[config.mk]
export PLATFORM = sky130hd
export DESIGN_NAME = sbc_guard
export DESIGN_NICKNAME = d
export VERILOG_FILES = /design/src/rtl/sbc_pkg.sv /design/src/rtl/sbc_rx_sync.sv /design/src/rtl/sbc_ctrl.sv /design/src/rtl/sbc_sampler.sv /design/src/rtl/sbc_tx_fsm.sv /design/src/rtl/sbc_guard.sv
export SDC_FILE = /design/constraint.sdc
export NUM_CORES = 1
export LEC_CHECK = 0
export BUFFER_PORTS_ARGS = -buffer_cell sky130_fd_sc_hd__buf_2
export CAP_MARGIN = 10
export CORE_AREA = 5 5 42 44
export DETAILED_ROUTE_END_ITERATION = 6
export DIE_AREA = 0 0 47 49
export MAX_ROUTING_LAYER = met4
export REMOVE_ABC_BUFFERS = 1
export SLEW_MARGIN = 10
export SYNTH_ARGS = -nofsm -noshare
export SYNTH_HDL_FRONTEND = slang
export SYNTH_HIERARCHICAL = 1
export SYNTH_SLANG_ARGS = --single-unit
[constraint.sdc]
create_clock -name clk -period 2.6 [get_ports clk]
set_input_delay 0.52 -clock clk [delete_from_list [all_inputs] [get_ports clk]]
set_output_delay 0.52 -clock clk [all_outputs]
set_load 0.005 [all_outputs]
[src/rtl/sbc_pkg.sv]
package sbc_pkg;
  // bit positions of the mode word fields (decoded by the control register)
  localparam int MODE_W    = 8;
  localparam int SEL_BIT   = 4;
  localparam int AUTO_BIT  = 5;
  localparam int START_BIT = 6;

  typedef enum logic [1:0] {
    ST_IDLE = 2'd0,
    ST_PEND = 2'd1,
    ST_RUN  = 2'd2
  } tx_state_e;

  typedef struct packed {
    logic start_on_fall;
    logic auto_drop;
    logic ovf_sample;
  } mode_t;
endpackage

[src/rtl/sbc_rx_sync.sv]
module sbc_rx_sync #(
  parameter int STAGES = 2
) (
  input  logic clk,
  input  logic rst,
  input  logic rxd_async,
  output logic rxd_s,
  output logic rxd_fall
);
  localparam int LAST = STAGES - 1;

  logic [STAGES-1:0] sync_q;
  logic              prev_q;

  generate
    for (genvar g = 0; g < STAGES; g++) begin : g_stage
      if (g == 0) begin : g_first
        always_ff @(posedge clk) begin
          if (rst) sync_q[0] <= 1'b1;
          else     sync_q[0] <= rxd_async;
        end
      end else begin : g_next
        always_ff @(posedge clk) begin
          if (rst) sync_q[g] <= 1'b1;
          else     sync_q[g] <= sync_q[g-1];
        end
      end
    end
  endgenerate

  always_ff @(posedge clk) begin
    if (rst) prev_q <= 1'b1;
    else     prev_q <= sync_q[LAST];
  end

  assign rxd_s    = sync_q[LAST];
  assign rxd_fall = prev_q & ~sync_q[LAST];
endmodule

[src/rtl/sbc_ctrl.sv]
module sbc_ctrl
  import sbc_pkg::*;
#(
  parameter int W = MODE_W
) (
  input  logic         clk,
  input  logic         rst,
  input  logic         mode_wr,
  input  logic [W-1:0] mode_wdata,
  input  logic         txen_wr,
  input  logic         txen_val,
  input  logic         col_clr,
  input  logic         col_hit,
  output mode_t        mode,
  output logic         tx_en,
  output logic         col_req
);
  logic spare_unused;
  assign spare_unused = ^mode_wdata;

  always_ff @(posedge clk) begin
    if (rst) begin
      mode    <= '0;
      tx_en   <= 1'b0;
      col_req <= 1'b0;
    end else begin
      if (mode_wr) begin
        mode.ovf_sample    <= mode_wdata[SEL_BIT];
        mode.auto_drop     <= mode_wdata[AUTO_BIT];
        mode.start_on_fall <= mode_wdata[START_BIT];
      end
      // hardware drop wins over a software write
      if (col_hit && mode.auto_drop) tx_en <= 1'b0;
      else if (txen_wr)              tx_en <= txen_val;
      // a fresh collision wins over a clear
      if (col_hit)      col_req <= 1'b1;
      else if (col_clr) col_req <= 1'b0;
    end
  end
endmodule

[src/rtl/sbc_sampler.sv]
module sbc_sampler (
  input  logic ovf_sample,
  input  logic xfer_rise,
  input  logic tmr_ovf,
  input  logic running,
  input  logic tx_en,
  input  logic txd,
  input  logic rxd_s,
  output logic col_hit
);
  logic strobe;

  always_comb begin
    strobe  = ovf_sample ? tmr_ovf : xfer_rise;
    col_hit = running & tx_en & strobe & (rxd_s ^ txd);
  end
endmodule

[src/rtl/sbc_tx_fsm.sv]
module sbc_tx_fsm
  import sbc_pkg::*;
(
  input  logic clk,
  input  logic rst,
  input  logic tx_en,
  input  logic start_on_fall,
  input  logic frame_req,
  input  logic frame_end,
  input  logic rxd_fall,
  input  logic shift_bit,
  output logic txd,
  output logic shift_en
);
  tx_state_e st_q, st_d;

  always_comb begin
    st_d = st_q;
    unique case (st_q)
      ST_IDLE: if (tx_en && frame_req) st_d = start_on_fall ? ST_PEND : ST_RUN;
      ST_PEND: begin
        if (!tx_en)        st_d = ST_IDLE;
        else if (rxd_fall) st_d = ST_RUN;
      end
      ST_RUN:  if (!tx_en || frame_end) st_d = ST_IDLE;
      default: st_d = ST_IDLE;
    endcase
  end

  always_ff @(posedge clk) begin
    if (rst) begin
      st_q <= ST_IDLE;
      txd  <= 1'b1;
    end else begin
      st_q <= st_d;
      txd  <= (st_d == ST_RUN) ? shift_bit : 1'b1;
    end
  end

  assign shift_en = (st_q == ST_RUN);
endmodule

[src/rtl/sbc_guard.sv]
module sbc_guard
  import sbc_pkg::*;
#(
  parameter int SYNC_STAGES = 2
) (
  input  logic              clk,
  input  logic              rst,
  input  logic              mode_wr,
  input  logic [MODE_W-1:0] mode_wdata,
  input  logic              txen_wr,
  input  logic              txen_val,
  input  logic              col_clr,
  input  logic              xfer_rise,
  input  logic              tmr_ovf,
  input  logic              frame_req,
  input  logic              frame_end,
  input  logic              shift_bit,
  input  logic              rxd,
  output logic              txd,
  output logic              shift_en,
  output logic              tx_en,
  output logic              col_req
);
  mode_t mode_q;
  logic  rxd_s, rxd_fall, col_hit, auto_drop_w;

  sbc_rx_sync #(.STAGES(SYNC_STAGES)) u_sync (
    .clk(clk), .rst(rst), .rxd_async(rxd), .rxd_s(rxd_s), .rxd_fall(rxd_fall)
  );

  sbc_ctrl #(.W(MODE_W)) u_ctrl (
    .clk(clk), .rst(rst), .mode_wr(mode_wr), .mode_wdata(mode_wdata),
    .txen_wr(txen_wr), .txen_val(txen_val), .col_clr(col_clr),
    .col_hit(col_hit), .mode(mode_q), .tx_en(tx_en), .col_req(col_req)
  );

  sbc_sampler u_smp (
    .ovf_sample(mode_q.ovf_sample), .xfer_rise(xfer_rise), .tmr_ovf(tmr_ovf),
    .running(shift_en), .tx_en(tx_en), .txd(txd), .rxd_s(rxd_s),
    .col_hit(col_hit)
  );

  sbc_tx_fsm u_fsm (
    .clk(clk), .rst(rst), .tx_en(tx_en), .start_on_fall(mode_q.start_on_fall),
    .frame_req(frame_req), .frame_end(frame_end), .rxd_fall(rxd_fall),
    .shift_bit(shift_bit), .txd(txd), .shift_en(shift_en)
  );

  assign auto_drop_w = mode_q.auto_drop;
endmodule

==> impl_metrics.tcl <==
set metrics [dict create \
    cts_tree "built" \
    min_period_ns 1.51 \
    pwr-share-clk 0.351 \
    clk_pin_slew_ns 0.07 \
    skew_ns 0.00195 \
    cts-resized-gates 0 \
    fp.dieW_um 47 \
    p_sw_uw 69.5 \
    p_leak_uw 0.000245 \
    slew_headroom 0.787 \
    startpoint_type "flop" \
    diodes 0 \
    antenna_found_initial 0 \
    wire_per_inst_um 10.5 \
    layout_commonest_cell "buf_2" \
    crit_type "flop to primary output" \
    firstDrtPassIters 4 \
    internal_power_uw 251 \
    start_util 0.301 \
    cts_hold_buf 0 \
    synth_cells 42 \
    ys.flop_type "dfxtp_1" \
    synthArstFlopShare 0 \
    power.density_mw_per_mm2 574 \
    slew_viol_final 0 \
    wirelength_um 841 \
    grt_use_total 0.0833 \
    seq_area_um2 220 \
    drt_iter0_markers 4 \
    syn2layout_area_growth_pct 32.3 \
    fin_tns_setup_ns 0 \
    met1_usage 0.102 \
    clock_latency_ns 0.26 \
    top_usage_layer "met2" \
    final_cell_mix "buf_2, dfxtp_1, mux2i_1, nor2_1" \
    ys_warn_count 6 \
    die-height_um 49 \
    status "complete, no violations" \
    drcViolationCount 0 \
    syn_avg_cell_area_um2 10.0 \
    tightest_slew_ns 0.320 \
    synth-seq-cells 11 \
    num-nets-final 85 \
    synth_top_area_share 0.522 \
    grt_max_degree 10 \
    numPortBuffers 18 \
    cts.sinks 11 \
    stdcell_area_um2 558 \
    fp.dieArea_mm2 0.00230 \
    drive_gt1_frac 0.359 \
    fillCellCount 157 \
    hold_path_class "flop to flop" \
    rows 14 \
    peakVddDrop_mv 0.241 \
    combPwrFrac 0.091 \
    maxCapViolations 0 \
    cts.path.max_buffers 2 \
    core_area_mm2 0.00140 \
    share_seq_of_total_power 0.558 \
    htreeDepth 1 \
    synth.yosys.seq_area_share 0.522 \
    met2_usage 0.113 \
    post_cts_buffers 0 \
    cp-end-kind "primary output" \
    grt_pass1_vias 342 \
    vias 359 \
    drtAntennaViolNets 0 \
    fin_crit_sh 0.580 \
    syn_area_um2 422 \
    synth_top_area_cell "dfxtp_1" \
    finalSetupViolCount 0 \
    via_per_inst 4.49 \
    cp_max_fo 4 \
    synth_cell_types 17 \
    grt_pass1_wl_um 1330 \
    final_core_util 0.398 \
    synth_edf_count 0 \
    rsz0062_at_grt "false" \
    multi_input_area_um2 190 \
    swShare 0.217 \
    cts_buffers 3 \
    synthTopCellsByArea "dfxtp_1, mux2i_1, nor2_1" \
    io_pins 24 \
    arrival_ns 0.99 \
    fmaxAchievable_mhz 663 \
    use_met3 0.0258 \
    grt_overflow 0 \
    routabilityCongestion 0.757 \
    crit_required_ns 2.08 \
    dpl_cell_area_um2 532 \
    cts_root_buf "clkbuf_4" \
    finalHoldViolCount 0 \
]
==> logic make-up (layout without fill, tap and decap cells) <==
kind of cell,Yosys count,in the layout,synth area share
flip-flops,11,11,0.522
multiplexers,6,6,0.145
AND/OR/NAND/NOR,17,17,0.217
AO/OA/AOI/OAI,4,4,0.0683
buffers and inverters,3,25,0.0267
XOR/XNOR,1,1,0.0208
==> final cells by class <==
type | instances | area share
Timing Repair Buffer | 18 | 0.161
Inverter | 3 | 0.0202
Clock buffer | 4 | 0.0471
Tap cell | 16 | 0.0359
Multi-Input combinational cell | 28 | 0.341
Sequential cell | 11 | 0.395
==> critical path: stages, from the launching register on <==
cell and delay [ns]:
dfxtp_1 0.37, inv_1 0.07, nor2_1 0.15, buf_2 0.14
==> cells in the mapped netlist (2+ instances only) <==
master and n:
dfxtp_1 11, inv_1 3, mux2i_1 5, nand2_1 2
nand2b_1 2, nor2_1 5, nor3_1 2, or2_1 3
==> worst paths after layout <==
kind / slack, ns / from / cells past startpoint / endpoint
worst max-delay path: 1.09 / u_fsm/st_q[1]$_SDFF_PP0_ / 3 / shift_en
worst min-delay path: 0.41 / u_sync/sync_q[0]$_SDFF_PP1_ / 1 / u_sync/rxd_s$_SDFF_PP1_
worst max register to register: 1.42 / u_sync/rxd_s$_SDFF_PP1_ / 3 / u_fsm/txd$_SDFF_PP1_
worst min register to register: 0.41 / u_sync/sync_q[0]$_SDFF_PP1_ / 1 / u_sync/rxd_s$_SDFF_PP1_
==> sequential cells by signal, indices dropped and copies added, names as in the netlist <==
register,cells
u_ctrl/col_req,1
u_ctrl/mode,3
u_ctrl/tx_en,1
u_fsm/st_q,2
u_fsm/txd,1
u_sync/prev_q,1
u_sync/rxd_s,1
u_sync/sync_q,1
==> per-stage QoR <==
step / hold WS (ns) / cells / total power, µW / setup WS, ns
after CTS: 0.411 / 80 / 327 / 1.08
final: 0.413 / 80 / 320 / 1.09
after global routing: 0.419 / 80 / 334 / 1.02
after global placement: 0.389 / 76 / 211 / 1.21
after detailed placement: 0.395 / 76 / 212 / 1.20
after floorplan: 0.385 / 42 / 195 / 1.36
==> layer usage <==
metal	vias to the layer above	share of wire
li1	185	-
met1	157	0.45
met2	15	0.44
met3	2	0.10
met4	0	0.0071
met5	-	0
==> power by group through the flow <==
| stage | clock, µW | sequential (µW) | combinational, µW |
|---|---|---|---|
| final | 113 | 179 | 29.2 |
| after global routing | 121 | 179 | 32.7 |
| after CTS | 119 | 179 | 29.5 |
| after detailed placement | 0 | 183 | 29.2 |
| after global placement | 0 | 182 | 28.7 |
| after floorplan | 0 | 182 | 13.4 |
(Power assumes the default switching activity.)
